==> src/rtl/pll_seq_pkg.sv <==
package pll_seq_pkg;

  localparam int unsigned ADDR_W    = 8;
  localparam int unsigned DATA_W    = 32;
  localparam int unsigned NUM_FREQ  = 6;
  localparam int unsigned NUM_STEPS = 5;
  localparam int unsigned STEP_W    = $clog2(NUM_STEPS);

  localparam logic [ADDR_W-1:0] ADDR_STAT = 8'h04;
  localparam logic [ADDR_W-1:0] ADDR_GO   = 8'h08;
  localparam logic [ADDR_W-1:0] ADDR_CFG1 = 8'h0C;
  localparam logic [ADDR_W-1:0] ADDR_CFG2 = 8'h10;
  localparam logic [ADDR_W-1:0] ADDR_CFG3 = 8'h14;
  localparam logic [ADDR_W-1:0] ADDR_CFG4 = 8'h20;

  localparam int unsigned STAT_LOCK_BIT = 1;
  localparam int unsigned STAT_PDA_BIT  = 15;
  localparam int unsigned STAT_PDB_BIT  = 16;
  localparam int unsigned CFG2_IDLE_BIT = 0;

  typedef struct packed {
    logic [11:0] m;
    logic [7:0]  n;
    logic [2:0]  dco;
    logic [7:0]  sd;
    logic [17:0] frac;
  } div_set_t;

  typedef enum logic [1:0] {
    ERR_NONE     = 2'd0,
    ERR_NO_ENTRY = 2'd1,
    ERR_LOCK_TMO = 2'd2,
    ERR_PD_TMO   = 2'd3
  } err_e;

  function automatic div_set_t div_lookup(input logic alt, input int unsigned idx);
    div_set_t d;
    d = '0;
    d.dco = 3'd4;
    if (alt) begin
      d.n  = 8'd7;
      d.sd = 8'd6;
      case (idx)
        0:       d.m = 12'd1000;
        1:       d.m = 12'd714;
        2:       d.m = 12'd625;
        3:       d.m = 12'd600;
        4:       d.m = 12'd461;
        default: d.m = 12'd312;
      endcase
    end else begin
      case (idx)
        0: begin d.m = 12'd1250; d.n = 8'd5;  d.sd = 8'd20; end
        1: begin d.m = 12'd3125; d.n = 8'd20; d.sd = 8'd20; end
        2: begin d.m = 12'd1172; d.n = 8'd8;  d.sd = 8'd20; d.frac = 18'd65537; end
        3: begin d.m = 12'd1000; d.n = 8'd7;  d.sd = 8'd10; end
        4: begin d.m = 12'd1250; d.n = 8'd12; d.sd = 8'd20; end
        default: begin d.m = 12'd3125; d.n = 8'd47; d.sd = 8'd20; d.frac = 18'd92843; end
      endcase
    end
    return d;
  endfunction

  // Programming order: N, DCO range, M, fractional M, SD.
  function automatic logic [ADDR_W-1:0] step_addr(input logic [STEP_W-1:0] s);
    case (s)
      3'd0:    return ADDR_CFG1;
      3'd1:    return ADDR_CFG2;
      3'd2:    return ADDR_CFG1;
      3'd3:    return ADDR_CFG4;
      default: return ADDR_CFG3;
    endcase
  endfunction

  function automatic logic [DATA_W-1:0] step_mask(input logic [STEP_W-1:0] s);
    case (s)
      3'd0:    return 32'h0000_01FE;
      3'd1:    return 32'h0000_000E;
      3'd2:    return 32'h001F_FE00;
      3'd3:    return 32'h0003_FFFF;
      default: return 32'h0003_FC00;
    endcase
  endfunction

  function automatic logic [DATA_W-1:0] step_value(input logic [STEP_W-1:0] s, input div_set_t d);
    case (s)
      3'd0:    return {23'b0, d.n, 1'b0};
      3'd1:    return {28'b0, d.dco, 1'b0};
      3'd2:    return {11'b0, d.m, 9'b0};
      3'd3:    return {14'b0, d.frac};
      default: return {14'b0, d.sd, 10'b0};
    endcase
  endfunction

endpackage

==> src/rtl/pll_div_table.sv <==
module pll_div_table
  import pll_seq_pkg::*;
#(
  parameter int unsigned CODE_W = 3
) (
  input  logic              alt_i,
  input  logic [CODE_W-1:0] code_i,
  output div_set_t          set_o,
  output logic              hit_o
);

  localparam int unsigned NUM_PROF = 2;

  div_set_t    prof_set [NUM_PROF];
  int unsigned code_idx;

  assign code_idx = 32'(code_i);
  assign hit_o    = code_idx < NUM_FREQ;

  for (genvar p = 0; p < NUM_PROF; p++) begin : g_prof
    assign prof_set[p] = div_lookup(p == 1, code_idx);
  end

  assign set_o = alt_i ? prof_set[1] : prof_set[0];

endmodule

==> src/rtl/pll_wait_timer.sv <==
module pll_wait_timer #(
  parameter int unsigned LIMIT = 2000
) (
  input  logic clk,
  input  logic rst_n,
  input  logic run_i,
  output logic expired_o
);

  localparam int unsigned CW = $clog2(LIMIT + 1);
  localparam logic [CW-1:0] LIM = CW'(LIMIT);

  logic [CW-1:0] cnt_q;

  always_ff @(posedge clk) begin
    if (!rst_n || !run_i) cnt_q <= '0;
    else if (cnt_q != LIM) cnt_q <= cnt_q + 1'b1;
  end

  assign expired_o = (cnt_q == LIM);


  tmr_hold_chk: assert property (@(posedge clk) disable iff (!rst_n)
    (run_i && expired_o) |=> (expired_o || !$past(run_i)) );

endmodule

==> src/rtl/pll_bus_master.sv <==
module pll_bus_master
  import pll_seq_pkg::*;
(
  input  logic              clk,
  input  logic              rst_n,
  input  logic              cmd_start_i,
  input  logic              cmd_we_i,
  input  logic [ADDR_W-1:0] cmd_addr_i,
  input  logic [DATA_W-1:0] cmd_wdata_i,
  output logic              cmd_done_o,
  output logic [DATA_W-1:0] cmd_rdata_o,
  output logic              req_valid_o,
  input  logic              req_ready_i,
  output logic              req_we_o,
  output logic [ADDR_W-1:0] req_addr_o,
  output logic [DATA_W-1:0] req_wdata_o,
  input  logic              rsp_valid_i,
  input  logic [DATA_W-1:0] rsp_rdata_i
);

  typedef enum logic [1:0] {M_IDLE, M_REQ, M_RSP} mst_e;

  mst_e              st_q;
  logic              we_q;
  logic [ADDR_W-1:0] addr_q;
  logic [DATA_W-1:0] wdata_q;
  logic [DATA_W-1:0] rdata_q;
  logic              done_q;

  always_ff @(posedge clk) begin
    if (!rst_n) begin
      st_q    <= M_IDLE;
      we_q    <= 1'b0;
      addr_q  <= '0;
      wdata_q <= '0;
      rdata_q <= '0;
      done_q  <= 1'b0;
    end else begin
      done_q <= 1'b0;
      case (st_q)
        M_IDLE: if (cmd_start_i) begin
          we_q    <= cmd_we_i;
          addr_q  <= cmd_addr_i;
          wdata_q <= cmd_wdata_i;
          st_q    <= M_REQ;
        end
        M_REQ: if (req_ready_i) st_q <= M_RSP;
        M_RSP: if (rsp_valid_i) begin
          rdata_q <= rsp_rdata_i;
          done_q  <= 1'b1;
          st_q    <= M_IDLE;
        end
        default: st_q <= M_IDLE;
      endcase
    end
  end

  assign req_valid_o = (st_q == M_REQ);
  assign req_we_o    = we_q;
  assign req_addr_o  = addr_q;
  assign req_wdata_o = wdata_q;
  assign cmd_done_o  = done_q;
  assign cmd_rdata_o = rdata_q;


  req_hold_chk: assert property (@(posedge clk) disable iff (!rst_n)
    (req_valid_o && !req_ready_i) |=> (req_valid_o && $stable(req_addr_o) &&
                                      $stable(req_we_o) && $stable(req_wdata_o)));


  start_when_idle_chk: assert property (@(posedge clk) disable iff (!rst_n)
    cmd_start_i |-> (st_q == M_IDLE));

endmodule

==> src/rtl/pll_bringup_seq.sv <==
module pll_bringup_seq
  import pll_seq_pkg::*;
#(
  parameter int unsigned TIMEOUT_CYCLES = 2000,
  parameter int unsigned CODE_W         = 3
) (
  input  logic              clk,
  input  logic              rst_n,
  input  logic              init_req_i,
  input  logic              exit_req_i,
  input  logic              profile_i,
  input  logic [CODE_W-1:0] freq_code_i,
  output logic              busy_o,
  output logic              done_o,
  output logic [1:0]        err_code_o,
  output logic              bus_req_valid_o,
  input  logic              bus_req_ready_i,
  output logic              bus_req_we_o,
  output logic [7:0]        bus_req_addr_o,
  output logic [31:0]       bus_req_wdata_o,
  input  logic              bus_rsp_valid_i,
  input  logic [31:0]       bus_rsp_rdata_i
);

  localparam logic [STEP_W-1:0] LAST_STEP = STEP_W'(NUM_STEPS - 1);

  typedef enum logic [3:0] {
    S_IDLE, S_WAKE_RD, S_WAKE_WR, S_WAKE_POLL, S_STAT_RD, S_LOOKUP,
    S_FLD_RD, S_FLD_WR, S_GO_WR, S_LOCK_POLL, S_EXIT_RD, S_EXIT_WR,
    S_PD_POLL, S_FINISH
  } seq_e;

  seq_e              state_q;
  err_e              err_q;
  logic              alt_q;
  logic [CODE_W-1:0] code_q;
  logic [STEP_W-1:0] step_q;
  logic [DATA_W-1:0] rd_q;
  logic              pend_q;
  logic [ADDR_W-1:0] last_wr_addr_q;

  logic              needs_bus, cmd_start, cmd_we, cmd_done;
  logic [ADDR_W-1:0] cmd_addr;
  logic [DATA_W-1:0] cmd_wdata, cmd_rdata;
  logic              polling, tmr_expired;
  logic              st_lock, st_pd_both;
  div_set_t          div_set;
  logic              div_hit;

  pll_div_table #(.CODE_W(CODE_W)) u_table (
    .alt_i  (alt_q),
    .code_i (code_q),
    .set_o  (div_set),
    .hit_o  (div_hit)
  );

  assign polling = (state_q == S_WAKE_POLL) || (state_q == S_LOCK_POLL) ||
                   (state_q == S_PD_POLL);

  pll_wait_timer #(.LIMIT(TIMEOUT_CYCLES)) u_timer (
    .clk       (clk),
    .rst_n     (rst_n),
    .run_i     (polling),
    .expired_o (tmr_expired)
  );

  // Bus command selection per state
  always_comb begin
    needs_bus = 1'b1;
    cmd_we    = 1'b0;
    cmd_addr  = ADDR_STAT;
    cmd_wdata = '0;
    case (state_q)
      S_WAKE_RD, S_EXIT_RD: cmd_addr = ADDR_CFG2;
      S_WAKE_WR: begin
        cmd_we    = 1'b1;
        cmd_addr  = ADDR_CFG2;
        cmd_wdata = rd_q & ~(DATA_W'(1) << CFG2_IDLE_BIT);
      end
      S_EXIT_WR: begin
        cmd_we    = 1'b1;
        cmd_addr  = ADDR_CFG2;
        cmd_wdata = rd_q | (DATA_W'(1) << CFG2_IDLE_BIT);
      end
      S_WAKE_POLL, S_STAT_RD, S_LOCK_POLL, S_PD_POLL: cmd_addr = ADDR_STAT;
      S_FLD_RD: cmd_addr = step_addr(step_q);
      S_FLD_WR: begin
        cmd_we    = 1'b1;
        cmd_addr  = step_addr(step_q);
        cmd_wdata = (rd_q & ~step_mask(step_q)) | step_value(step_q, div_set);
      end
      S_GO_WR: begin
        cmd_we    = 1'b1;
        cmd_addr  = ADDR_GO;
        cmd_wdata = DATA_W'(1);
      end
      default: needs_bus = 1'b0;
    endcase
  end

  assign cmd_start = needs_bus && !pend_q;

  pll_bus_master u_bus (
    .clk         (clk),
    .rst_n       (rst_n),
    .cmd_start_i (cmd_start),
    .cmd_we_i    (cmd_we),
    .cmd_addr_i  (cmd_addr),
    .cmd_wdata_i (cmd_wdata),
    .cmd_done_o  (cmd_done),
    .cmd_rdata_o (cmd_rdata),
    .req_valid_o (bus_req_valid_o),
    .req_ready_i (bus_req_ready_i),
    .req_we_o    (bus_req_we_o),
    .req_addr_o  (bus_req_addr_o),
    .req_wdata_o (bus_req_wdata_o),
    .rsp_valid_i (bus_rsp_valid_i),
    .rsp_rdata_i (bus_rsp_rdata_i)
  );

  assign st_lock    = cmd_rdata[STAT_LOCK_BIT];
  assign st_pd_both = cmd_rdata[STAT_PDA_BIT] && cmd_rdata[STAT_PDB_BIT];

  // Sequencer
  always_ff @(posedge clk) begin
    if (!rst_n) begin
      state_q <= S_IDLE;
      err_q   <= ERR_NONE;
      alt_q   <= 1'b0;
      code_q  <= '0;
      step_q  <= '0;
      rd_q    <= '0;
      pend_q  <= 1'b0;
    end else begin
      if (cmd_start)     pend_q <= 1'b1;
      else if (cmd_done) pend_q <= 1'b0;

      case (state_q)
        S_IDLE: begin
          err_q <= ERR_NONE;
          if (init_req_i) begin
            alt_q   <= profile_i;
            code_q  <= freq_code_i;
            state_q <= S_WAKE_RD;
          end else if (exit_req_i) begin
            alt_q   <= profile_i;
            state_q <= profile_i ? S_FINISH : S_EXIT_RD;
          end
        end
        S_WAKE_RD: if (cmd_done) begin
          rd_q    <= cmd_rdata;
          state_q <= cmd_rdata[CFG2_IDLE_BIT] ? S_WAKE_WR : S_STAT_RD;
        end
        S_WAKE_WR: if (cmd_done) state_q <= S_WAKE_POLL;
        S_WAKE_POLL: if (cmd_done) begin
          if (st_lock) state_q <= S_STAT_RD;
          else if (tmr_expired) begin
            err_q   <= ERR_LOCK_TMO;
            state_q <= S_FINISH;
          end
        end
        S_STAT_RD: if (cmd_done) state_q <= st_lock ? S_FINISH : S_LOOKUP;
        S_LOOKUP: begin
          step_q <= '0;
          if (div_hit) state_q <= S_FLD_RD;
          else begin
            err_q   <= ERR_NO_ENTRY;
            state_q <= S_FINISH;
          end
        end
        S_FLD_RD: if (cmd_done) begin
          rd_q    <= cmd_rdata;
          state_q <= S_FLD_WR;
        end
        S_FLD_WR: if (cmd_done) begin
          if (step_q == LAST_STEP) state_q <= S_GO_WR;
          else begin
            step_q  <= step_q + 1'b1;
            state_q <= S_FLD_RD;
          end
        end
        S_GO_WR: if (cmd_done) state_q <= S_LOCK_POLL;
        S_LOCK_POLL: if (cmd_done) begin
          if (st_lock) state_q <= S_FINISH;
          else if (tmr_expired) begin
            err_q   <= ERR_LOCK_TMO;
            state_q <= S_FINISH;
          end
        end
        S_EXIT_RD: if (cmd_done) begin
          rd_q    <= cmd_rdata;
          state_q <= S_EXIT_WR;
        end
        S_EXIT_WR: if (cmd_done) state_q <= S_PD_POLL;
        S_PD_POLL: if (cmd_done) begin
          if (st_pd_both) state_q <= S_FINISH;
          else if (tmr_expired) begin
            err_q   <= ERR_PD_TMO;
            state_q <= S_FINISH;
          end
        end
        S_FINISH: state_q <= S_IDLE;
        default:  state_q <= S_IDLE;
      endcase
    end
  end

  assign busy_o     = (state_q != S_IDLE);
  assign done_o     = (state_q == S_FINISH);
  assign err_code_o = err_q;

  // Last accepted write address, kept for the ordering check below
  always_ff @(posedge clk) begin
    if (!rst_n) last_wr_addr_q <= '0;
    else if (bus_req_valid_o && bus_req_ready_i && bus_req_we_o) last_wr_addr_q <= bus_req_addr_o;
  end


  bus_quiet_chk: assert property (@(posedge clk) disable iff (!rst_n)
    !busy_o |-> !bus_req_valid_o);


  done_pulse_chk: assert property (@(posedge clk) disable iff (!rst_n)
    done_o |=> (!done_o && !busy_o));


  busy_until_done_chk: assert property (@(posedge clk) disable iff (!rst_n)
    (busy_o && !done_o) |=> busy_o);


  go_after_sd_chk: assert property (@(posedge clk) disable iff (!rst_n)
    (bus_req_valid_o && bus_req_we_o && bus_req_addr_o == ADDR_GO) |-> (last_wr_addr_q == ADDR_CFG3));


  tmo_cause_chk: assert property (@(posedge clk) disable iff (!rst_n)
    (done_o && (err_code_o == ERR_LOCK_TMO || err_code_o == ERR_PD_TMO)) |-> $past(tmr_expired));

endmodule

==> config.mk <==
export PLATFORM = sky130hd
export DESIGN_NAME = pll_bringup_seq
export DESIGN_NICKNAME = d
export VERILOG_FILES = /design/src/rtl/pll_seq_pkg.sv /design/src/rtl/pll_div_table.sv /design/src/rtl/pll_wait_timer.sv /design/src/rtl/pll_bus_master.sv /design/src/rtl/pll_bringup_seq.sv
export SDC_FILE = /design/constraint.sdc
export NUM_CORES = 1
export LEC_CHECK = 0
export ABC_AREA = 1
export CORE_ASPECT_RATIO = 0.7
export CORE_MARGIN = 1
export CORE_UTILIZATION = 43
export DETAILED_ROUTE_END_ITERATION = 10
export GPL_TIMING_DRIVEN = 0
export PLACE_DENSITY = 0.67
export SLEW_MARGIN = 20
export SYNTH_ARGS = -nofsm -noshare
export SYNTH_HDL_FRONTEND = slang
export SYNTH_HIERARCHICAL = 1
export SYNTH_SLANG_ARGS = --single-unit
==> constraint.sdc <==
create_clock -name clk -period 3.75 [get_ports clk]
set_input_delay 0.75 -clock clk [delete_from_list [all_inputs] [get_ports clk]]
set_output_delay 0.75 -clock clk [all_outputs]
set_load 0.03 [all_outputs]
==> load_flow_metrics.sql, run 1 <==
INSERT INTO impl_metrics (metric_group, metric, value, unit) VALUES
('status', 'status', 'completed', ''),
('synth', 'synth_async_reset_ratio', '0', ''),
('power', 'power_frac_clock', '0.264', ''),
('power', 'power.leakage', '4.14', 'nW'),
('detailed_routing', 'route.detailed.drc', '0', ''),
('global_routing', 'grt_antenna_before_repair', '0', ''),
('synth', 'synth.area.mux_share', '0', ''),
('setup_path', 'worst-setup-path-type', 'flip-flop to output port', ''),
('synth', 'mean_instance_size_in_the_synthesized_netlist', '6.41', 'um^2'),
('timing', 'final-setup-viol-count', '0', ''),
('cts', 'clk_latency', '0.43', 'ns'),
('finish', 'share_of_cells_above_drive_strength_1', '0.0995', ''),
('timing', 'finalMaxSlewViolations', '0', ''),
('cts', 'cts_max_level', '4', ''),
('synth', 'synth_cells', '1130', ''),
('detailed_routing', 'drt.antenna.violating_nets', '0', ''),
('synth', 'largest_family_of_logic_cells_by_synthesized_area', 'simple AND/OR/NAND/NOR gates', ''),
('setup_path', 'crit_required', '3.00', 'ns'),
('timing', 'tightestPinTransition', '0.687', 'ns'),
('synth', 'post_synthesis_compound_gate_area_fraction', '0.139', ''),
('cts', 'clock-root-buffer', 'clkbuf_16', ''),
('die', 'dieArea', '17400', 'um^2'),
('placed_design', 'routabilityCongestion', '0.958', ''),
('finish', 'antenna_cells_inserted', '0', ''),
('cts', 'number_of_clock_buffers_inserted_by_tritoncts', '17', ''),
('synth', 'synthesis.area', '7250', 'um^2'),
('timing', 'max_freq', '356', 'MHz'),
('finish', 'layout.core_utilization', '0.551', ''),
('die', 'floorplan.initialDensity', '0.442', ''),
('global_routing', 'grt_usage', '0.237', ''),
('run', 'max_cap_viol_count', '0', ''),
('die', 'number_of_placement_rows', '39', ''),
('timing', 'max_slew_margin', '0.542', ''),
('placed_design', 'placement.io_buffers', '86', ''),
('die', 'chipWidth', '157', 'um'),
('die', 'ports_placed_on_the_boundary', '88', ''),
('timing', 'setup_tns', '0', 'ns'),
('timing', 'hold_violations', '0', ''),
('power', 'netSwitchingPower', '2.53', 'mW'),
('placed_design', 'detailedPlacementHpwl', '14800', 'um'),
('detailed_routing', 'first_pass_iters', '5', ''),
('finish', 'nets', '1302', ''),
('setup_path', 'critPathLaunchType', 'flip-flop', ''),
('synth', 'synth.yosys.seq_area_share', '0.367', ''),
('synth', 'synthXorXnorAreaFrac', '0.00121', ''),
('cts', 'cts_hold_buffers', '0', ''),
('timing', 'fin_hold_ws', '0.444', 'ns'),
('cts', 'resized_after_cts', '0', ''),
('timing', 'unrepaired_setup_endpoints_after_global_routing', 'no', ''),
('timing', 'timing.clock.skew', '0.00769', 'ns'),
('global_routing', 'grt_start_max_net_pins', '17', ''),
('timing', 'fin_crit_sh', '0.750', ''),
('timing', 'layout_min_cycle_time', '2.81', 'ns'),
('power', 'share_seq_of_total_power', '0.284', ''),
('detailed_routing', 'routed-via-count', '7112', ''),
('finish', 'layout-area-overhead-vs-synth', '24.7', '%'),
('power', 'p_int', '3.69', 'mW'),
('setup_path', 'timing.critical_path.arrival', '2.06', 'ns'),
('cts', 'clock_pin_slew_on_the_worst_setup_and_hold_paths', '0.06', 'ns'),
('synth', 'ys.warnings.count', '6', ''),
('power', 'total_power', '6.22', 'mW'),
('global_routing', 'globalRouteOverflowTotal', '0', ''),
('setup_path', 'timing.critical_path.to_type', 'output port', ''),
('power', 'power.density_cell_area', '689', 'nW/um^2'),
('placed_design', 'placed_cells_incl_taps', '1459', ''),
('cts', 'cts.sinks', '133', ''),
('detailed_routing', 'initial_detailed_routing_violation_count', '504', ''),
('synth', 'yosys.area_share.adder', '0.0121', ''),
('detailed_routing', 'drt-wirelength-per-cell', '13.1', 'um'),
('power', 'comb_power_share', '0.452', ''),
('die', 'floorplan.die.height', '111', 'um');
[power groups by stage]
stage	clock (mW)	combinational (mW)	sequential, mW
2_1_floorplan	0	1.78	2.02
3_3_place_gp	0	2.77	1.80
3_5_place_dp	0	2.79	1.80
4_1_cts	1.66	2.80	1.77
5_1_grt	1.74	3.12	1.80
6_report	1.64	2.81	1.77
[synth_stat cells, types with 2 or more instances]
master / number / area [um^2]
a21oi_1: 94 / 470
a21oi_2: 3 / 26.3
a22o_1: 16 / 140
a31oi_1: 2 / 12.5
buf_1: 5 / 18.8
buf_2: 17 / 85.1
buf_4: 31 / 233
buf_6: 12 / 135
clkbuf_1: 16 / 60.1
conb_1: 3 / 11.3
dfxtp_1: 133 / 2660
ha_1: 7 / 87.6
inv_1: 143 / 537
inv_2: 9 / 33.8
nand2_1: 259 / 972
nand2_2: 7 / 43.8
nand3_1: 77 / 385
nand3_2: 4 / 40.0
nand3b_1: 4 / 30.0
nand4_1: 2 / 12.5
nor2_1: 202 / 758
nor2_2: 3 / 18.8
nor2_4: 5 / 56.3
nor3_1: 3 / 15.0
nor3_2: 2 / 20.0
o21ai_0: 61 / 305
o22ai_1: 3 / 18.8
[flip-flops by register name, summed over array words and instances, names as in the netlist, 2 cells and up]
register and count:
step_q 3, rd_q 32, code_q 3, u_bus/st_q 2, u_bus/cmd_rdata_o 32, u_timer/cnt_q 11, u_bus/req_wdata_o 32, u_bus/req_addr_o 8
err_code_o 2, state_q 4
[cell usage in the layout, fill, tap and decap left out, drive strengths merged, types with 3 or more instances in the layout]
cell type      netlist  final
clkdlybuf4s50        0     86
dfxtp              133    133
o21ai               62     62
a22o                16     16
nor2               210    210
conb                 3     21
ha                   7      7
clkbuf              16     34
nor3                 5      5
inv                152    156
clkinv               0      3
nand3               81     81
nand3b               4      4
nand2              266    266
clkinvlp             0      5
buf                 65     65
a21oi               98     98
o22ai                3      3
[routing by layer]
layer | global-route usage | wire length [um] | part of all wire | vias to the layer above
met5 | 0 | 0 | 0 | -
met4 | 0.0589 | 203 | 0.010 | 0
met3 | 0.0691 | 1240 | 0.063 | 21
met2 | 0.321 | 7590 | 0.39 | 188
met1 | 0.360 | 10500 | 0.54 | 3170
li1 | - | - | - | 3733
[stage by stage]
stage          setup WS, ns  instance area, um^2
2_1_floorplan          1.92                 7320
3_5_place_dp           1.22                 8460
3_3_place_gp           1.23                 8460
4_1_cts               0.953                 9040
5_1_grt               0.852                 9040
6_report              0.938                 9040
[kinds of logic after synthesis]
family | Yosys count
AO/OA/AOI/OAI | 183
flip-flops | 133
other | 3
AND/OR/NAND/NOR | 570
XOR/XNOR | 1
adder cells (fa/ha/maj) | 7
buffers and inverters | 233
[worst paths after layout]
check	from	end	slack, ns	cells past startpoint
worst max-delay path	state_q[2]	busy_o	0.94	4
worst max register to register	code_q[1]	u_bus/req_wdata_o[5]	1.43	12
worst min-delay path	err_code_o[1]	err_code_o[1]	0.44	2
worst min register to register	err_code_o[1]	err_code_o[1]	0.44	2
[critical path, cell delays in order, from the launching register on]
cell             delay [ns]
dfxtp_1                0.30
buf_2                  0.17
nor2_1                 0.35
nand2_2                0.19
clkdlybuf4s50_1        0.63
[layout make-up]
cell class	count	area [um^2]	share of cell area
Sequential cell	133	2660	0.295
Buffer	81	532	0.0588
Clock inverter	14	150	0.0166
Tap cell	225	282	0.0312
Timing Repair Buffer	86	861	0.0953
Clock buffer	18	429	0.0475
Multi-Input combinational cell	782	3550	0.393
Inverter	152	571	0.0631
(Power assumes the default switching activity.)
==> inputs of run 2 (changes only) <==
PLACE_DENSITY = 0.7   (was 0.67)
clock period = 2.4 ns   (was 3.75 ns; I/O delays follow)
==> load_flow_metrics.sql, run 2 (same netlist as run 1, synthesis figures left out) <==
INSERT INTO impl_metrics (metric_group, metric, value, unit) VALUES
('setup_path', 'critPathLaunchType', 'flip-flop', ''),
('detailed_routing', 'route.detailed.drc', '0', ''),
('global_routing', 'grt_pass1_vias', '6639', ''),
('setup_path', 'timing.critical_path.cells', 'inv_1 > ha_1 > nand2_1 > inv_1 > clkbuf_1 > a22o_1 > a21oi_1 > o21ai_0 > inv_1 > nand3_1 > nand2_1 > nor2_1', ''),
('global_routing', 'grt_start_max_net_pins', '17', ''),
('timing', 'layout_min_cycle_time', '2.18', 'ns'),
('timing', 'fin_crit_sh', '0.910', ''),
('die', 'chipWidth', '157', 'um'),
('detailed_routing', 'routed-via-count', '7183', ''),
('power', 'power.density_cell_area', '1100', 'nW/um^2'),
('power', 'ir_drop_worst_vdd', '0.000581', 'V'),
('detailed_routing', 'dr.max_layer_used', 'met4', ''),
('timing', 'unrepaired_setup_endpoints_after_global_routing', 'no', ''),
('power', 'power.leakage', '4.20', 'nW'),
('placed_design', 'detailedPlacementHpwl', '14800', 'um'),
('setup_path', 'critical_path_cell_count', '12', ''),
('detailed_routing', 'route.met2.wl', '7920', 'um'),
('cts', 'clk_latency', '0.42', 'ns'),
('timing', 'fin_hold_ws', '0.439', 'ns'),
('finish', 'antenna_cells_inserted', '0', ''),
('cts', 'clock-root-buffer', 'clkbuf_16', ''),
('detailed_routing', 'initial_detailed_routing_violation_count', '645', ''),
('cts', 'cts_max_level', '4', ''),
('cts', 'cts.sinks', '133', ''),
('power', 'total_power', '10.0', 'mW'),
('setup_path', 'timing.critical_path.to_type', 'flip-flop', ''),
('setup_path', 'timing.reg2reg.worst_path_depth', '12', ''),
('setup_path', 'delay_of_the_slowest_critical_path_stage', '0.40', 'ns'),
('detailed_routing', 'drt-met1-wl', '10200', 'um'),
('timing', 'max_freq', '458', 'MHz'),
('finish', 'fillerInstances', '1656', ''),
('min_path', 'holdPathStages', '2', ''),
('setup_path', 'timing.critical_path.arrival', '2.55', 'ns'),
('timing', 'layout_setup_ws', '0.217', 'ns'),
('detailed_routing', 'first_pass_iters', '7', ''),
('die', 'floorplan.core_area', '16400', 'um^2'),
('finish', 'share_of_cells_above_drive_strength_1', '0.103', ''),
('die', 'dieArea', '17400', 'um^2'),
('setup_path', 'path_delay_family', 'buffers and inverters', ''),
('run', 'max_cap_viol_count', '0', ''),
('die', 'ports_placed_on_the_boundary', '88', ''),
('placed_design', 'routabilityCongestion', '0.936', ''),
('die', 'floorplan.initialDensity', '0.442', ''),
('timing', 'final-setup-viol-count', '0', ''),
('global_routing', 'globalRouteOverflowTotal', '0', ''),
('finish', 'final_cell_mix', '259 x nand2_1, 200 x nor2_1, 143 x inv_1', ''),
('finish', 'nets', '1302', ''),
('cts', 'cts.repair_timing.setup_buffer_count', '0', ''),
('global_routing', 'grt_antenna_before_repair', '0', ''),
('setup_path', 'cp_common_cell', 'inv_1', ''),
('setup_path', 'slowest_stage', 'clkbuf_1', ''),
('status', 'status', 'completed', ''),
('placed_design', 'place_ws', '0.127', 'ns'),
('detailed_routing', 'routed-wl-met3', '1500', 'um'),
('min_path', 'timing.hold.worst.class', 'flip-flop to flip-flop', ''),
('placed_design', 'placement.io_buffers', '86', ''),
('setup_path', 'r2r_setup_slack', '0.22', 'ns'),
('setup_path', 'crit_required', '2.76', 'ns'),
('detailed_routing', 'drt.antenna.violating_nets', '0', ''),
('cts', 'clockBufferDepth', '2', ''),
('finish', 'layout-area-overhead-vs-synth', '25.8', '%'),
('finish', 'layout_commonest_cell', 'nand2_1', ''),
('timing', 'tightestPinTransition', '0.517', 'ns'),
('cts', 'clock_pin_slew_on_the_worst_setup_and_hold_paths', '0.06', 'ns'),
('global_routing', 'wire_length_of_the_first_global_routing_pass', '32800', 'um'),
('die', 'number_of_placement_rows', '39', ''),
('timing', 'max_slew_margin', '0.655', ''),
('cts', 'number_of_clock_buffers_inserted_by_tritoncts', '17', ''),
('timing', 'finalMaxSlewViolations', '0', ''),
('timing', 'timing.clock.skew', '0.00603', 'ns'),
('cts', 'cts_tree', 'yes', ''),
('cts', 'cts_hold_buffers', '0', ''),
('setup_path', 'worst-setup-path-type', 'flip-flop to flip-flop', ''),
('timing', 'setup_tns', '0', 'ns'),
('die', 'floorplan.die.height', '111', 'um'),
('detailed_routing', 'routed_wl', '19800', 'um'),
('setup_path', 'critPathBufInv', '4', ''),
('global_routing', 'grt_usage', '0.242', ''),
('detailed_routing', 'drt-wirelength-per-cell', '13.3', 'um'),
('setup_path', 'timing.critical_path.fanout_max', '10', ''),
('detailed_routing', 'drt-vias-per-instance', '4.82', ''),
('timing', 'hold_violations', '0', '');
-- run 2: changes by cell type in the layout (fill, tap and decap cells not counted), moves of 2 or more --
cell / previous run / this run
clkdlybuf4s50_1: 86 / 84
clkbuf_8: 0 / 2
clkinv_2: 3 / 0
nor2_1: 202 / 200
clkbuf_2: 0 / 3
bufinv_16: 2 / 4
clkinvlp_4: 5 / 3
-- run 2: metal layers --
layer  GRT usage  up-vias
met5           0        -
met4      0.0757        0
met3      0.0549       15
met2       0.341      233
met1       0.359     3196
li1            -     3739
-- run 2: report_power, final --
part | leakage (nW) | switching (mW) | internal [mW] | total (mW)
registers | 1.08 | 0.218 | 2.55 | 2.77
logic | 2.82 | 2.73 | 1.69 | 4.42
clock network | 0.298 | 1.02 | 1.80 | 2.82
total | 4.20 | 3.97 | 6.04 | 10.0
-- run 2: timing repair --
action	CTS	global route
setup endpoints to repair	1	20
cloned	0	0
gates resized for setup	2	10
endpoints found under the hold margin	0	0
-- run 2: final cells by class --
cell class / count / area, um^2 / share of cell area
Timing Repair Buffer: 86 / 862 / 0.0946
Clock inverter: 10 / 169 / 0.0185
Buffer: 81 / 536 / 0.0587
Sequential cell: 133 / 2660 / 0.292
Clock buffer: 22 / 464 / 0.0509
Inverter: 152 / 571 / 0.0626
Multi-Input combinational cell: 782 / 3570 / 0.392
Tap cell: 225 / 282 / 0.0309
-- run 2: per-stage QoR --
stage               instances  instance area (um^2)   util
finish                   1491                  9120  0.556
global route             1491                  9120  0.556
CTS                      1491                  9090  0.555
detailed placement       1459                  8460  0.516
global placement         1459                  8460  0.516
floorplan                1148                  7320      -
-- run 2: path summary, 6_finish.rpt --
| kind | start | endpoint |
|---|---|---|
| setup / recovery | step_q[0] | u_bus/req_wdata_o[6] |
| hold / removal | err_code_o[1] | err_code_o[1] |
| setup reg to reg | step_q[0] | u_bus/req_wdata_o[6] |
| hold reg to reg | err_code_o[1] | err_code_o[1] |
-- run 2: worst min-delay path: cells and delay by family, from the launching register on --
family                 cells  cell delay [ns]
flip-flops                 1             0.31
buffers and inverters      1             0.05
AO/OA/AOI/OAI              1             0.05
==> inputs of run 3 (changes only) <==
GPL_TIMING_DRIVEN = not set   (was 0)
==> load_flow_metrics.sql, run 3 (same netlist as run 1, synthesis figures left out) <==
INSERT INTO impl_metrics (metric_group, metric, value, unit) VALUES
('placed_design', 'place_ws', '0.302', 'ns'),
('setup_path', 'timing.critical_path.arrival', '1.73', 'ns'),
('global_routing', 'grt_pass1_vias', '6177', ''),
('timing', 'layout_setup_ws', '0.193', 'ns'),
('global_routing', 'grt_usage', '0.227', ''),
('min_path', 'holdPathStages', '2', ''),
('min_path', 'worstHoldEndpoint', 'err_code_o[1]', ''),
('placed_design', 'placed_cells_incl_taps', '1398', ''),
('setup_path', 'crit_required', '1.92', 'ns'),
('timing', 'max_freq', '453', 'MHz'),
('setup_path', 'critPathLaunchType', 'flip-flop', ''),
('finish', 'layout.core_utilization', '0.531', ''),
('power', 'power.leakage', '3.96', 'nW'),
('setup_path', 'timing.reg2reg.worst_path_depth', '12', ''),
('timing', 'timing.clock.skew', '0.00738', 'ns'),
('finish', 'antenna_cells_inserted', '0', ''),
('cts', 'cts.repair_timing.setup_buffer_count', '0', ''),
('detailed_routing', 'routed-via-count', '6829', ''),
('power', 'ir_drop_worst_vdd', '0.000509', 'V'),
('power', 'total_power', '9.36', 'mW'),
('setup_path', 'r2r_end', 'u_bus/req_wdata_o[2]', ''),
('run', 'max_cap_viol_count', '0', ''),
('setup_path', 'path_delay_family', 'buffers and inverters', ''),
('placed_design', 'cell_area_after_placement', '8150', 'um^2'),
('timing', 'hold_violations', '0', ''),
('setup_path', 'timing.critical_path.to_type', 'output port', ''),
('setup_path', 'r2r_setup_slack', '0.24', 'ns'),
('finish', 'layout.cells.non_filler', '1429', ''),
('cts', 'cts_max_level', '4', ''),
('die', 'ports_placed_on_the_boundary', '88', ''),
('setup_path', 'critPathBufInv', '2', ''),
('global_routing', 'grt_antenna_before_repair', '0', ''),
('placed_design', 'detailedPlacementHpwl', '13300', 'um'),
('status', 'status', 'completed', ''),
('timing', 'layout_min_cycle_time', '2.21', 'ns'),
('detailed_routing', 'routed_wl', '18600', 'um'),
('detailed_routing', 'drt-vias-per-instance', '4.78', ''),
('timing', 'setup_tns', '0', 'ns'),
('setup_path', 'timing.critical_path.fanout_max', '3', ''),
('finish', 'share_of_cells_above_drive_strength_1', '0.0748', ''),
('timing', 'fin_hold_ws', '0.443', 'ns'),
('placed_design', 'placement.io_buffers', '87', ''),
('setup_path', 'timing.critical_path.cells', 'inv_1 > nor2_1 > clkdlybuf4s50_1', ''),
('min_path', 'timing.hold.worst.class', 'flip-flop to flip-flop', ''),
('cts', 'clockBufferDepth', '2', ''),
('placed_design', 'routabilityCongestion', '0.919', ''),
('die', 'floorplan.initialDensity', '0.442', ''),
('global_routing', 'grt_start_max_net_pins', '84', ''),
('timing', 'fin_crit_sh', '0.920', ''),
('setup_path', 'slowest_stage', 'clkdlybuf4s50_1', ''),
('global_routing', 'globalRouteOverflowTotal', '0', ''),
('finish', 'final_cell_mix', '259 x nand2_1, 199 x nor2_1, 142 x inv_1', ''),
('global_routing', 'wire_length_of_the_first_global_routing_pass', '31000', 'um'),
('cts', 'clock-root-buffer', 'clkbuf_16', ''),
('die', 'floorplan.core_area', '16400', 'um^2'),
('cts', 'cts.sinks', '133', ''),
('timing', 'finalMaxSlewViolations', '0', ''),
('cts', 'clk_latency', '0.42', 'ns'),
('detailed_routing', 'route.detailed.drc', '0', ''),
('timing', 'max_slew_margin', '0.454', ''),
('timing', 'final-setup-viol-count', '0', ''),
('min_path', 'timing.hold.worst.start', 'err_code_o[1]', ''),
('cts', 'cts_tree', 'yes', ''),
('detailed_routing', 'initial_detailed_routing_violation_count', '551', ''),
('detailed_routing', 'drt.antenna.violating_nets', '0', ''),
('detailed_routing', 'drt-wirelength-per-cell', '13.0', 'um'),
('setup_path', 'timing.rr.start', 'step_q[0]', ''),
('setup_path', 'delay_of_the_slowest_critical_path_stage', '0.68', 'ns'),
('finish', 'final_area', '8710', 'um^2'),
('die', 'chipWidth', '157', 'um'),
('timing', 'tightestPinTransition', '0.816', 'ns'),
('die', 'floorplan.die.height', '111', 'um'),
('die', 'number_of_placement_rows', '39', ''),
('detailed_routing', 'first_pass_iters', '5', ''),
('finish', 'layout-area-overhead-vs-synth', '20.1', '%'),
('setup_path', 'worst-setup-path-type', 'flip-flop to output port', ''),
('cts', 'clock_pin_slew_on_the_worst_setup_and_hold_paths', '0.06', 'ns'),
('die', 'dieArea', '17400', 'um^2'),
('cts', 'number_of_clock_buffers_inserted_by_tritoncts', '17', ''),
('finish', 'layout_commonest_cell', 'nand2_1', ''),
('timing', 'unrepaired_setup_endpoints_after_global_routing', 'no', ''),
('cts', 'cts_hold_buffers', '0', ''),
('finish', 'nets', '1241', ''),
('power', 'power.density_cell_area', '1080', 'nW/um^2');
run 3: cell types whose count changed in the layout (fill, tap and decap cells not counted), sizes merged:
cell	before	now
buf	64	20
bufinv	4	1
clkbuf	39	19
inv	154	153
clkinvlp	3	2
clkinv	1	8
run 3: timing repair:
item / 4_1_cts / 5_1_grt
endpoints found under the setup margin: 1 / 1
resized for setup: 3 / 1
pin swaps: 0 / 0
run 3: worst min-delay path: cells and delay by family, from the launching register on:
family,cells,cell delay [ns]
flip-flops,1,0.31
buffers and inverters,1,0.05
AO/OA/AOI/OAI,1,0.05
run 3: layout make-up:
cell class                 count  area, um^2
sequential                   133        2660
clock inverter                12         108
inverter                     152         571
fill                        1647        7690
timing repair buffer         106        1070
tap                          225         282
clock buffer                  19         443
multi-input combinational    782        3570
run 3: how the worst max path moves through the flow:
stage | startpoint | to | slack (ns) | cells past startpoint
2_1_floorplan | state_q[2] | u_bus/req_wdata_o[0] | 0.57 | 13
3_3_place_gp | state_q[1] | busy_o | 0.30 | 3
3_5_place_dp | step_q[0] | u_bus/req_wdata_o[2] | 0.30 | 12
4_1_cts | state_q[2] | done_o | 0.0008 | 3
5_1_grt | step_q[0] | u_bus/req_wdata_o[13] | 0.005 | 14
6_report | u_bus/st_q[0] | bus_req_valid_o | 0.19 | 3
run 3: layer usage:
layer	GRT usage	routed length [um]
met1	0.349	9830
met2	0.307	7400
met3	0.0561	1220
met4	0.0583	127
met5	0	0
run 3: power by group:
group,leakage [nW],internal [mW],switching [mW]
logic,2.60,1.54,2.56
registers,1.08,2.55,0.268
clock network,0.270,1.44,0.994
total,3.96,5.54,3.82
